File: src/rtl/stkseq_pkg.sv
package stkseq_pkg;

   typedef enum logic [3:0] {
      RID_CC  = 4'd0,
      RID_A   = 4'd1,
      RID_B   = 4'd2,
      RID_DP  = 4'd3,
      RID_X   = 4'd4,
      RID_Y   = 4'd5,
      RID_USP = 4'd6,
      RID_PC  = 4'd7,
      RID_SSP = 4'd8
   } rid_e;

   localparam int FIRST_WIDE_SLOT = 4;
   localparam int OTHER_SP_SLOT   = 6;

   // slot number to register id; slot 6 names the pointer not being walked
   function automatic rid_e slot_rid(input logic [2:0] slot, input logic on_user);
      if (slot == 3'(OTHER_SP_SLOT))
         return on_user ? RID_SSP : RID_USP;
      return rid_e'({1'b0, slot});
   endfunction

endpackage

File: src/rtl/stkseq_pick.sv
module stkseq_pick #(
   parameter int N          = 8,
   parameter bit HIGH_FIRST = 1'b1,
   localparam int IW        = $clog2(N)
) (
   input  logic [N-1:0]  bits,
   output logic [IW-1:0] idx
);

   generate
      if (HIGH_FIRST) begin : g_high
         always_comb begin
            idx = '0;
            for (int i = 0; i < N; i++)
               if (bits[i]) idx = IW'(i);
         end
      end else begin : g_low
         always_comb begin
            idx = '0;
            for (int i = N - 1; i >= 0; i--)
               if (bits[i]) idx = IW'(i);
         end
      end
   endgenerate

endmodule

File: src/rtl/stkseq_step.sv
module stkseq_step #(
   parameter int AW = 16
) (
   input  logic [AW-1:0] ptr,
   input  logic          pull,
   output logic [AW-1:0] acc_addr,
   output logic [AW-1:0] nxt_ptr
);

   always_comb begin
      if (pull) begin
         acc_addr = ptr;
         nxt_ptr  = ptr + AW'(1);
      end else begin
         acc_addr = ptr - AW'(1);
         nxt_ptr  = ptr - AW'(1);
      end
   end

endmodule

File: src/rtl/stack_mask_seq.sv
module stack_mask_seq
   import stkseq_pkg::*;
#(
   parameter int BYTE_W = 8,
   parameter int WORD_W = 16,
   parameter int MASK_W = 8
) (
   input  logic              clk,
   input  logic              rst_n,
   input  logic              start,
   input  logic              pull,
   input  logic              on_user,
   input  logic [MASK_W-1:0] mask,
   input  logic [WORD_W-1:0] sp_sys_in,
   input  logic [WORD_W-1:0] sp_usr_in,
   output logic [3:0]        rd_id,
   input  logic [WORD_W-1:0] rd_data,
   output logic              wr_en,
   output logic [3:0]        wr_id,
   output logic [WORD_W-1:0] wr_data,
   output logic              mem_en,
   output logic              mem_we,
   output logic [WORD_W-1:0] mem_addr,
   output logic [BYTE_W-1:0] mem_wdata,
   input  logic [BYTE_W-1:0] mem_rdata,
   output logic              sp_upd_en,
   output logic              sp_upd_user,
   output logic [WORD_W-1:0] sp_upd_val,
   output logic              busy,
   output logic              done
);

   localparam int SLOT_W = $clog2(MASK_W);
   localparam int EXT_W  = WORD_W - BYTE_W;

   initial begin
      assert (WORD_W == 2 * BYTE_W) else $error("WORD_W must be two bytes");
      assert (MASK_W == 8) else $error("slot map needs an 8-bit mask");
   end

   // sequencing state
   logic              busy_q, pull_q, user_q, half_q, done_q;
   logic [MASK_W-1:0] rem_q;
   logic [WORD_W-1:0] ptr_q;
   // read-return stage
   logic              pv_q, p_hi_q, p_wide_q;
   logic [3:0]        p_id_q;
   logic [BYTE_W-1:0] hold_q;

   logic [SLOT_W-1:0] slot_hi, slot_lo, slot;
   logic              wide, byte_hi, fin_reg, last;
   logic [MASK_W-1:0] rem_nxt;
   logic [WORD_W-1:0] acc_addr, nxt_ptr;
   rid_e              cur_id;

   stkseq_pick #(.N(MASK_W), .HIGH_FIRST(1'b1)) u_pick_hi (.bits(rem_q), .idx(slot_hi));
   stkseq_pick #(.N(MASK_W), .HIGH_FIRST(1'b0)) u_pick_lo (.bits(rem_q), .idx(slot_lo));

   stkseq_step #(.AW(WORD_W)) u_step (
      .ptr(ptr_q), .pull(pull_q), .acc_addr(acc_addr), .nxt_ptr(nxt_ptr)
   );

   always_comb begin
      slot    = pull_q ? slot_lo : slot_hi;
      wide    = (slot >= SLOT_W'(FIRST_WIDE_SLOT));
      cur_id  = slot_rid(slot, user_q);
      // save: second byte is the high one; restore: first byte is the high one
      byte_hi = pull_q ? (wide & ~half_q) : half_q;
      fin_reg = ~wide | half_q;
      rem_nxt = fin_reg ? (rem_q & ~(MASK_W'(1) << slot)) : rem_q;
      last    = busy_q & fin_reg & (rem_nxt == '0);
   end

   assign rd_id     = cur_id;
   assign mem_en    = busy_q;
   assign mem_we    = busy_q & ~pull_q;
   assign mem_addr  = acc_addr;
   assign mem_wdata = byte_hi ? rd_data[WORD_W-1:BYTE_W] : rd_data[BYTE_W-1:0];

   always_ff @(posedge clk) begin
      if (!rst_n) begin
         busy_q   <= 1'b0;
         pull_q   <= 1'b0;
         user_q   <= 1'b0;
         half_q   <= 1'b0;
         done_q   <= 1'b0;
         rem_q    <= '0;
         ptr_q    <= '0;
         pv_q     <= 1'b0;
         p_hi_q   <= 1'b0;
         p_wide_q <= 1'b0;
         p_id_q   <= '0;
         hold_q   <= '0;
      end else begin
         done_q <= 1'b0;
         pv_q   <= 1'b0;
         if (!busy_q) begin
            if (start) begin
               busy_q <= (mask != '0);
               done_q <= (mask == '0);
               pull_q <= pull;
               user_q <= on_user;
               rem_q  <= mask;
               half_q <= 1'b0;
               ptr_q  <= on_user ? sp_usr_in : sp_sys_in;
            end
         end else begin
            ptr_q  <= nxt_ptr;
            half_q <= wide & ~half_q;
            rem_q  <= rem_nxt;
            if (last) begin
               busy_q <= 1'b0;
               done_q <= 1'b1;
            end
            if (pull_q) begin
               pv_q     <= 1'b1;
               p_hi_q   <= byte_hi;
               p_wide_q <= wide;
               p_id_q   <= cur_id;
            end
         end
         if (pv_q && p_hi_q) hold_q <= mem_rdata;
      end
   end

   assign wr_en       = pv_q & ~p_hi_q;
   assign wr_id       = p_id_q;
   assign wr_data     = p_wide_q ? {hold_q, mem_rdata} : {{EXT_W{1'b0}}, mem_rdata};
   assign sp_upd_en   = done_q;
   assign sp_upd_user = user_q;
   assign sp_upd_val  = ptr_q;
   assign busy        = busy_q;
   assign done        = done_q;

   // consecutive save bytes step the address down by one
   a_r3_save_step: assert property (@(posedge clk) disable iff (!rst_n)
      (mem_we && $past(mem_we)) |-> (mem_addr == $past(mem_addr) - WORD_W'(1)));

   // consecutive restore reads step the address up by one
   a_r5_load_step: assert property (@(posedge clk) disable iff (!rst_n)
      (mem_en && !mem_we && $past(mem_en && !mem_we)) |-> (mem_addr == $past(mem_addr) + WORD_W'(1)));

   // a register write always follows a memory read
   a_r5_wr_after_read: assert property (@(posedge clk) disable iff (!rst_n)
      wr_en |-> $past(mem_en && !mem_we));

   // an idle start with an empty mask finishes next cycle with no access
   a_r9_empty_mask: assert property (@(posedge clk) disable iff (!rst_n)
      (start && !busy && mask == '0) |=> (done && !mem_en));

   // done is a single-cycle pulse unless a fresh start was taken
   a_r10_done_pulse: assert property (@(posedge clk) disable iff (!rst_n)
      done |=> (!done || $past(start)));

   // direction and stack choice hold steady while busy
   a_r11_hold_mode: assert property (@(posedge clk) disable iff (!rst_n)
      (busy && $past(busy)) |-> ($stable(pull_q) && $stable(user_q)));

endmodule

File: config.mk
export PLATFORM = sky130hd
export DESIGN_NAME = stack_mask_seq
export DESIGN_NICKNAME = d
export VERILOG_FILES = /design/src/rtl/stkseq_pkg.sv /design/src/rtl/stkseq_pick.sv /design/src/rtl/stkseq_step.sv /design/src/rtl/stack_mask_seq.sv
export SDC_FILE = /design/constraint.sdc
export NUM_CORES = 1
export LEC_CHECK = 0
export BUFFER_PORTS_ARGS = -buffer_cell sky130_fd_sc_hd__buf_2
export CAP_MARGIN = 5
export CORE_AREA = 5 5 93 95
export CTS_BUF_LIST = sky130_fd_sc_hd__clkbuf_4 sky130_fd_sc_hd__clkbuf_8
export DETAILED_ROUTE_END_ITERATION = 8
export DIE_AREA = 0 0 98 100
export PLACE_DENSITY = 0.74
export RECOVER_POWER = 50
export SYNTH_ARGS = -nofsm -noshare
export SYNTH_HDL_FRONTEND = slang
export SYNTH_SLANG_ARGS = --single-unit
File: constraint.sdc
create_clock -name clk -period 5 [get_ports clk]
set_input_delay 1 -clock clk [delete_from_list [all_inputs] [get_ports clk]]
set_output_delay 1 -clock clk [all_outputs]
set_load 0.02 [all_outputs]
==> summary.md <==
| Metric | Value |
|---|---|
| Worst-Margin Slew | 1310 ps |
| DR vias/cell | around 5.5 |
| Hold-fix buffers, CTS | 0 |
| Largest area contributor in the netlist | dfxtp_1 |
| Layout Nets | around 610 |
| Total CTS buffers | 5 |
| Slowest stage delay, CP | 460 ps |
| Mapped Area | 0.00335 mm² |
| Most frequent cell after synthesis | nand2_1 |
| Mapped Nets | 506 |
| TritonCTS clock tree | yes |
| Clock skew | between 5 and 6 ps |
| Post-CTS setup buffers | 0 |
| DRT iter0 DRCs | 236 |
| Fin Setup TNS | 0 ps |
| Crit Reg-Reg Startpoint | busy$_SDFF_PN0_ |
| Max_slew headroom | 12.8% |
| IO Port Bufs | ~140 |
| Post-DRT Antenna Nets | 0 |
| Synth area leaders | dfxtp_1 26%, a21oi_1 6.9%, nand2_1 5.6% |
| Setup CP Type | reg2out |
| Vias in the first global route | between 3000 and 4000 |
| P&R area growth vs syn | 19.9% |
| Cells after Synth | 433 |
| Syn. warnings | 0 |
| Worst setup path endpoint | mem_wdata[5] |
| Worst R2R Path Depth | 6 |
| Dpl hpwl | 7.81 mm |
| Clock net sink count | 44 |
| Antenna cells | 0 |
| Fill count | 796 |
| Largest net degree at the start of global routing | 36 |
| Count of final setup violators | 0 |
| I/O pin count | 140 |
| Worst setup EP type | output pin |
| Routed WL per cell | around 16 µm |
| Total track usage | about 20% |
| Global route overflow | 0 |
| Yosys top cell area share | between 20% and 30% |
| MaxCap Viol Count | 0 |
| Row count | 32 |
| Die H | roughly 100 µm |
| Finished Core Util | a little over half |
| Root cell of the clock tree | clkbuf_8 |
| Worst IR Drop VDD | between 100 and 150 µV |
| Leak | 1.64 nW |
| Maximum clock rate | between 0.2 and 0.3 GHz |
| Final period util | between 60% and 70% |
| Hold Startpoint | hold_q[7]$_SDFFE_PN0P_ |
| Worst path cell trace | nor4_2 -> nand2b_1 -> nor3_2 -> a21oi_4 -> mux2_2 -> buf_2 |
| Core area | ~0.0076 mm² |
| Post-Route WL | about 10 mm |
| Crit-path slowest cell | nand2b_1 |
| Synth async-reset ratio | 0% |
| Final Wtd Congestion | around 0.94 |
| Initial Utilization | between 40% and 50% |
| Arr. time, crit path | around 2500 ps |
| Min Tclk post-route | between 3000 and 4000 ps |
| Max FO, Critical Path | 10 |
| Layout cells sized above 1 | 26.0% |
| Vias | 3572 |
| Post-cts resize count | 0 |
| Synthesized flop and latch total | 44 |
| Reg2Reg Setup Slack | ~2300 ps |
| Register area share after synthesis | a little over a quarter |
| Post-synth top cells | 50 x nand2_1, 46 x a21oi_1, 44 x dfxtp_1 |
| Worst Setup SP | rem_q[4]$_SDFFE_PN0P_ |
| # DRC | 0 |
| EDFF count, synth | 0 |
| PD cells | 366 mW/mm² |
| Die Width | between 90 and 100 µm |
| Clk slew on worst S/H paths | roughly 90 ps |
| Syn_area_per_cell | about 7.7 µm² |
| RSZ-0062 raised after global routing | no |
| Terminus of the critical flop-to-flop path | sp_upd_val[2]$_SDFFE_PN0P_ |
| Slew Limit Fails | 0 |
| CP required | ~4000 ps |
| H-tree depth | 2 |
| Hold Path Class | reg2reg |
| Total power | about 1.5 mW |
| Hold Vio Cnt, Final | 0 |
| Setup crit start kind | flip-flop |
| Status | complete, no violations |
| Die footprint | 0.00980 mm² |
| Distinct cells, synth | 70 |
| First-pass DRT Iterations | 5 |
| First-pass GRT wire length | approximately 16 mm |
| CTS max path bufs | 2 |
| Synth Flop Type | dfxtp_1 |
| Antenna violations before repair | 0 |
| Later-pin clock latency in the skew report | about 300 ps |
[per-stage QoR]
step / hold WS, ps / setup slack, ps / cell area, µm² / cells
final: 454 / 1550 / 4020 / 644
after detailed placement: 442 / 1910 / 3990 / 636
after global routing: 489 / 1420 / 4020 / 644
after floorplan: 432 / 2100 / 3350 / 433
after global placement: 438 / 2010 / 3990 / 636
after CTS: 456 / 1570 / 4080 / 644
[layout make-up]
type,instances,area (µm²),area share (%)
clock buffers,5,68.8,1.71
inverters,11,41.3,1.03
clock inverters,3,23.8,0.591
well taps,102,128,3.17
repair buffers,142,658,16.4
multi-input cells,337,2220,55.2
flip-flops and latches,44,881,21.9
[registers in the layout, summed over array words and instances, names as in the netlist]
register     count
sp_upd_val      16
hold_q           8
rem_q            8
wr_id            4
busy             1
done             1
half_q           1
p_hi_q           1
p_wide_q         1
pull_q           1
pv_q             1
sp_upd_user      1
[worst max-delay path, delay by kind of cell (launching register included)]
family          cells  cell delay, ps
compound gates      1             260
mux                 1             380
flops               1             400
buf+inv             1             160
simple gates        3             960
[cells in the final DEF, fill, tap and decap left out, drive strengths merged, types with 3 or more instances in the layout]
cell    instances
buf            98
nand2          52
a21oi          49
clkbuf         49
dfxtp          44
nor2           38
mux2i          17
o21ai          15
nand3          14
nor3           13
a31oi          11
o21a           10
and2           10
inv            10
mux2            9
xor2            8
nor4            7
xnor2           6
nor2b           6
and4            5
or3             4
o32ai           4
o311ai          4
ha              4
a21o            4
nand4           4
o32a            3
a211oi          3
a41oi           3
o31ai           3
a311oi          3
[routing by layer]
layer,global-route usage [%],vias to the layer above,share of wire (%)
met5,0,-,0
met4,4.15,0,1.0
met3,3.61,12,6.0
met2,34.9,135,49
met1,25.8,1646,44
li1,-,1779,-
[kinds of logic after synthesis]
logic type / Yosys count / synth area share, %
and+or+nand+nor: 163 / 25.9
AOI/OAI and AO/OA: 130 / 27.1
buffers and inverters: 52 / 7.50
DFF: 44 / 26.3
muxes: 26 / 8.09
xor gates and xnor gates: 14 / 3.66
adders and majority gates: 4 / 1.49
[power by group]
group	internal, mW	leakage (nW)	total, mW	switching [mW]
logic	0.275	1.24	0.771	0.496
clock network	0.0992	0.0404	0.233	0.134
registers	0.387	0.360	0.468	0.0809
total	0.760	1.64	1.47	0.711
[worst min path at each step]
stage                                   to  depth (start not counted)
floorplan           hold_q[0]$_SDFFE_PN0P_                          2
global placement    hold_q[6]$_SDFFE_PN0P_                          2
finish              hold_q[7]$_SDFFE_PN0P_                          2
CTS                 hold_q[6]$_SDFFE_PN0P_                          2
detailed placement  hold_q[6]$_SDFFE_PN0P_                          2
global route        hold_q[1]$_SDFFE_PN0P_                          2
Note: power is estimated with default switching activity, not from simulation.
